### src/rtl/spi9_reg_writer.sv
module spi9_reg_writer #(
  parameter int DIV_W = 8
) (
  input  logic             clk,
  input  logic             rst_n,
  input  logic             req_valid,
  input  logic [7:0]       req_addr,
  input  logic [1:0]       req_len,
  input  logic [15:0]      req_data,
  input  logic [DIV_W-1:0] half_div,
  output logic             busy,
  output logic             done,
  output logic             cs_n,
  output logic             sclk,
  output logic             sdo
);
  localparam int FRAME_W = 27;
  localparam int CNT_W   = $clog2(FRAME_W + 1);

  typedef enum logic [1:0] {S_IDLE, S_SHIFT, S_GAP} st_t;

  st_t              st;
  logic [FRAME_W-1:0] sreg;
  logic [DIV_W-1:0] hdiv, dcnt;
  logic [CNT_W-1:0] bits_left;
  logic             gap_ph;

  wire [1:0]       len_c   = (req_len == 2'd3) ? 2'd2 : req_len;
  wire [DIV_W-1:0] hdiv_in = (half_div == '0) ? DIV_W'(1) : half_div;
  wire             tick    = (dcnt == hdiv - DIV_W'(1));
  wire [CNT_W-1:0] nbits   = CNT_W'(9) * (CNT_W'(len_c) + CNT_W'(1));

  logic [FRAME_W-1:0] frame;
  always_comb begin
    case (len_c)
      2'd0:    frame = {1'b0, req_addr, 18'd0};
      2'd1:    frame = {1'b0, req_addr, 1'b1, req_data[7:0], 9'd0};
      default: frame = {1'b0, req_addr, 1'b1, req_data[15:8], 1'b1, req_data[7:0]};
    endcase
  end

  assign busy = (st != S_IDLE);
  assign sdo  = sreg[FRAME_W-1];

  always_ff @(posedge clk or negedge rst_n) begin
    if (!rst_n) begin
      st        <= S_IDLE;
      sreg      <= '0;
      hdiv      <= DIV_W'(1);
      dcnt      <= '0;
      bits_left <= '0;
      gap_ph    <= 1'b0;
      cs_n      <= 1'b1;
      sclk      <= 1'b0;
      done      <= 1'b0;
    end else begin
      done <= 1'b0;
      case (st)
        S_IDLE: if (req_valid) begin
          sreg      <= frame;
          hdiv      <= hdiv_in;
          dcnt      <= '0;
          bits_left <= nbits;
          cs_n      <= 1'b0;
          st        <= S_SHIFT;
        end
        S_SHIFT: if (tick) begin
          dcnt <= '0;
          if (!sclk) sclk <= 1'b1;
          else begin
            sclk <= 1'b0;
            if (bits_left == CNT_W'(1)) begin
              cs_n   <= 1'b1;
              gap_ph <= 1'b0;
              st     <= S_GAP;
            end else begin
              sreg      <= sreg << 1;
              bits_left <= bits_left - CNT_W'(1);
            end
          end
        end else dcnt <= dcnt + DIV_W'(1);
        S_GAP: if (tick) begin
          dcnt <= '0;
          if (!gap_ph) gap_ph <= 1'b1;
          else begin
            st   <= S_IDLE;
            done <= 1'b1;
          end
        end else dcnt <= dcnt + DIV_W'(1);
        default: st <= S_IDLE;
      endcase
    end
  end
endmodule

### config.mk
export PLATFORM = sky130hd
export DESIGN_NAME = spi9_reg_writer
export DESIGN_NICKNAME = d
export VERILOG_FILES = /design/src/rtl/spi9_reg_writer.sv
export SDC_FILE = /design/constraint.sdc
export NUM_CORES = 1
export LEC_CHECK = 0
export ABC_AREA = 1
export BUFFER_PORTS_ARGS = -buffer_cell sky130_fd_sc_hd__buf_2
export CAP_MARGIN = 10
export CORE_MARGIN = 1
export CORE_UTILIZATION = 55
export CTS_BUF_LIST = sky130_fd_sc_hd__clkbuf_8 sky130_fd_sc_hd__clkbuf_16
export CTS_CLUSTER_SIZE = 28
export DETAILED_ROUTE_END_ITERATION = 6
export PLACE_DENSITY = 0.77
export SETUP_SLACK_MARGIN = 0.4
export SYNTH_ARGS = -nofsm -noshare
export SYNTH_HDL_FRONTEND = slang
export SYNTH_SLANG_ARGS = --single-unit
### constraint.sdc
create_clock -name clk -period 2.3 [get_ports clk]
set_input_delay 0 -clock clk [delete_from_list [all_inputs] [get_ports clk]]
set_output_delay 0 -clock clk [all_outputs]
set_load 0.01 [all_outputs]
==> results list <==
- Setup violations remaining at the end of the flow were counted as 0.
- Count of mapped cells out of synthesis: 392
* P&R area growth vs syn: 32.9%
* Std cell rows: 26
- Core Region: 5270 um2
- Summing every instance area after synthesis gives 3100 um2.
- The final count of hold timing violations came to 1.
- In this run, the number of DRC markers left after iteration 0 of detailed routing was 366.
- Register area share after synthesis: 43.6%
- The share of total power dissipated in combinational logic is 60.2%.
- First-pass iteration count of the detailed router: 5
- Clock Skew: 0.0224 ns
- In this run, CTS created clock tree buffers numbering 5.
* Critical Path Start Type: flop
- Maximum resistive drop on vdd: 0.866 mV
- Fmax achieved: 0.464 GHz
- Once detail routing completed, the nets flagged for antenna violations numbered 0.
* Global placement routability congestion: 0.833
- Leakage power summed over all cells: 2.03 nW
* Fin crit period: 2.15 ns
- Highest net fanout along the worst path: 5
- Power per cell area: 1360 nW/um2
* Post-synthesis net count: 436
* Most common library cell in the layout ignoring fill and taps: nand2_1
- In this design, the stage delay of the slowest critical-path cell is 0.57 ns.
- Part of the total power dissipated in sequential elements: 29.7%
- CTS Buffer Depth: 2
- Failing checks: negative hold slack
- Setup repair after global routing could not meet its margin everywhere.
- Switching power of the nets: 2.57 mW
- Final max-slew violation count: 0
- Via density per instance: 5.51
- Critical path cell sequence: inv_4, ha_4, nand2_1, nand2_1, nand2_1, nor2_1, nand3_2, nor2_4, nand2_4, a21boi_4, buf_6, buf_16, nand2_1, o21ai_0
- Antenna diode count: 0
- The worst hold path belongs to the class in -> reg.
- In this run the tool buffered the top-level ports with 41 buffer cells.
- For this design, the sink count on the clock tree is 54.
* Cell with the largest stage delay on the worst path: dfstp_2
* Gr usage total: 28.7%
- Proportion of power drawn by the clock network: 10.1%
* Critical Path AT: 2.38 ns
- Overall via count from detail_route: 2982
- Clock transition at the registers of the reported paths: 0.12 ns
- Status: complete, but fails checks
- Design internal power: 3.03 mW
- Maximum number of pins on one net before global-route repair: 55
* Clock insertion delay at the later pin of the skew report: 0.33 ns
- Final routed DRC violation total: 0
- Vias in the first global route: 2859
- Starting utilization of the core area: 58.9%
* Yosys synthesis warning count: 0
- Buf/Inv on CP: 3
- For the pin with the worst max-slew slack, the measured transition is 0.702 ns.
- Data required time of the worst path: 2.52 ns
- Initial antenna violation count: 0
- In this run the mean area of a mapped cell was 7.91 um2.
- WL per Instance: 16.0 um
* IO Count: 42
* Switch share: 45.9%
- The number of different library cells used by synthesis comes to 37.
- Setup TNS: 0 ns
* Maximum Capacitance Violations: 0
- From bottom edge to top edge, the die measures 77.1 um.
- The floorplan step defined a die boundary enclosing 5940 um2.
- Clock tree root driver cell: clkbuf_8
* Final Net Count: 514
* Final hold slack: -0.00422 ns
- Crit share post-route: 93.6%
* Cell seen most often among critical-path stages: nand2_1
- The top cell types in the final layout, fill and taps aside, are nand2_1 (91), dfrtp_1 (52), inv_1 (47), buf_2 (41), o21ai_0 (22).
* Number of H-tree levels: 2
- Die Width: 77.1 um
- Relative slew slack: 53.2%
- Wire length after detailed routing: 8.67 mm
* CTS tree: built
- Cells with a size suffix above 1 make up 30.4% of the layout.
* Wire length of the first global-routing pass: 13.6 mm
- Overflow left after global routing: 0
* Critical setup path kind: reg -> reg
- The wire-length estimate of the detail-placed layout is 4.57 mm.
- Post-synthesis sequential element count: 54
- Kind of cell adding the most delay to the critical path: simple AND/OR/NAND/NOR gates
- The worst setup path is captured at a flop.
==> layer usage <==
layer | track usage [%] | vias to the layer above | part of all wire (%)
met5 | 0 | - | 0
li1 | - | 1429 | -
met1 | 40.5 | 1403 | 43
met3 | 4.64 | 27 | 4.9
met2 | 44.1 | 123 | 49
met4 | 11.5 | 0 | 2.9
==> power by group through the flow <==
stage | Sequential, mW | Clock (mW) | Combinational [mW]
after floorplan | 1.56 | 0 | 1.86
after global placement | 1.60 | 0 | 2.17
after detailed placement | 1.61 | 0 | 2.24
after CTS | 1.61 | 0.563 | 2.81
after global routing | 1.71 | 0.606 | 3.69
final | 1.66 | 0.568 | 3.38
==> synthesized netlist by cell type <==
master / number / area, um2
nand2_1: 117 / 439
dfrtp_1: 52 / 1300
inv_1: 50 / 188
o21ai_0: 30 / 150
nand3_1: 20 / 100
o21ai_1: 14 / 70.1
nor2_1: 13 / 48.8
xor2_1: 9 / 78.8
a22oi_1: 7 / 52.6
ha_1: 7 / 87.6
o22ai_1: 7 / 43.8
a21oi_1: 6 / 30.0
o21ai_2: 6 / 52.6
clkbuf_1: 5 / 18.8
nand3_2: 5 / 50.1
nor3_1: 5 / 25.0
o211ai_1: 5 / 37.5
buf_2: 4 / 20.0
nand4_1: 4 / 25.0
xnor2_1: 4 / 35.0
nor2_2: 3 / 18.8
buf_6: 2 / 22.5
dfstp_2: 2 / 52.6
inv_2: 2 / 7.51
a21boi_4: 1 / 18.8
buf_12: 1 / 20.0
buf_4: 1 / 7.51
buf_8: 1 / 15.0
inv_6: 1 / 8.76
mux2i_1: 1 / 10.0
nand2_4: 1 / 11.3
nand3b_1: 1 / 7.51
nor2_4: 1 / 11.3
nor4_1: 1 / 6.26
o21a_1: 1 / 7.51
o21ai_4: 1 / 16.3
or2_1: 1 / 6.26
==> worst min-delay path: cells and delay by family <==
family | cells | cell delay (ns)
AO/OA/AOI/OAI | 2 | 0.21
buffers and inverters | 1 | 0.09
==> metrics by stage <==
| stage | power (mW) | instance area [um2] | worst slack, ns | std cells | util, % |
|---|---|---|---|---|---|
| 2_1_floorplan | 3.42 | 3120 | 0.350 | 392 | - |
| 3_3_place_gp | 3.77 | 3370 | 0.291 | 496 | 64.0 |
| 3_5_place_dp | 3.86 | 3370 | 0.194 | 496 | 64.0 |
| 4_1_cts | 4.99 | 3910 | 0.228 | 537 | 74.1 |
| 5_1_grt | 6.00 | 4120 | 0.00696 | 541 | 78.2 |
| 6_report | 5.61 | 4120 | 0.146 | 541 | 78.2 |
==> repair_timing <==
action,in CTS,in global routing
resized for setup,29,44
buffers inserted,11,0
cloned,4,4
setup endpoints to repair,44,45
endpoints found under the hold margin,69,0
hold buffers,18,0
pin swaps,1,3
==> flip-flops by register name, indices dropped and copies added (netlist names) <==
name and flops:
dcnt 8, gap_ph 1, cs_n 1, sclk 1, hdiv 8, st 2, sreg 27, bits_left 5
done 1
==> area by class of cell <==
type                    instances  area [um2]
clock buffers                   5        68.8
clock inverters                 3        23.8
fillers                       355        1150
inverters                      53         209
multi-input cells             271        1630
flip-flops and latches         54        1350
well taps                      70        87.6
repair buffers                 85         748
==> path summary, 6_finish.rpt <==
check                      cells after the start  endpoint  slack [ns]   startpoint
max in group asynchronous                      3  sreg[25]        1.49        rst_n
max reg2reg                                   14  sreg[16]        0.15      hdiv[0]
min                                            3   sreg[1]      -0.004  req_data[1]
min in group asynchronous                      3    gap_ph        0.32        rst_n
max                                           14  sreg[16]        0.15      hdiv[0]
min reg2reg                                    2      cs_n        0.49         cs_n
==> kinds of logic after synthesis <==
logic type | after synthesis | share of synthesized area (%)
simple gates | 172 | 24.2
compound gates | 78 | 15.5
buf+inv | 67 | 9.92
flops | 54 | 43.6
xor+xnor | 13 | 3.67
fa+ha+maj | 7 | 2.82
mux | 1 | 0.323
No activity file was read; power rests on OpenSTA's default activity.
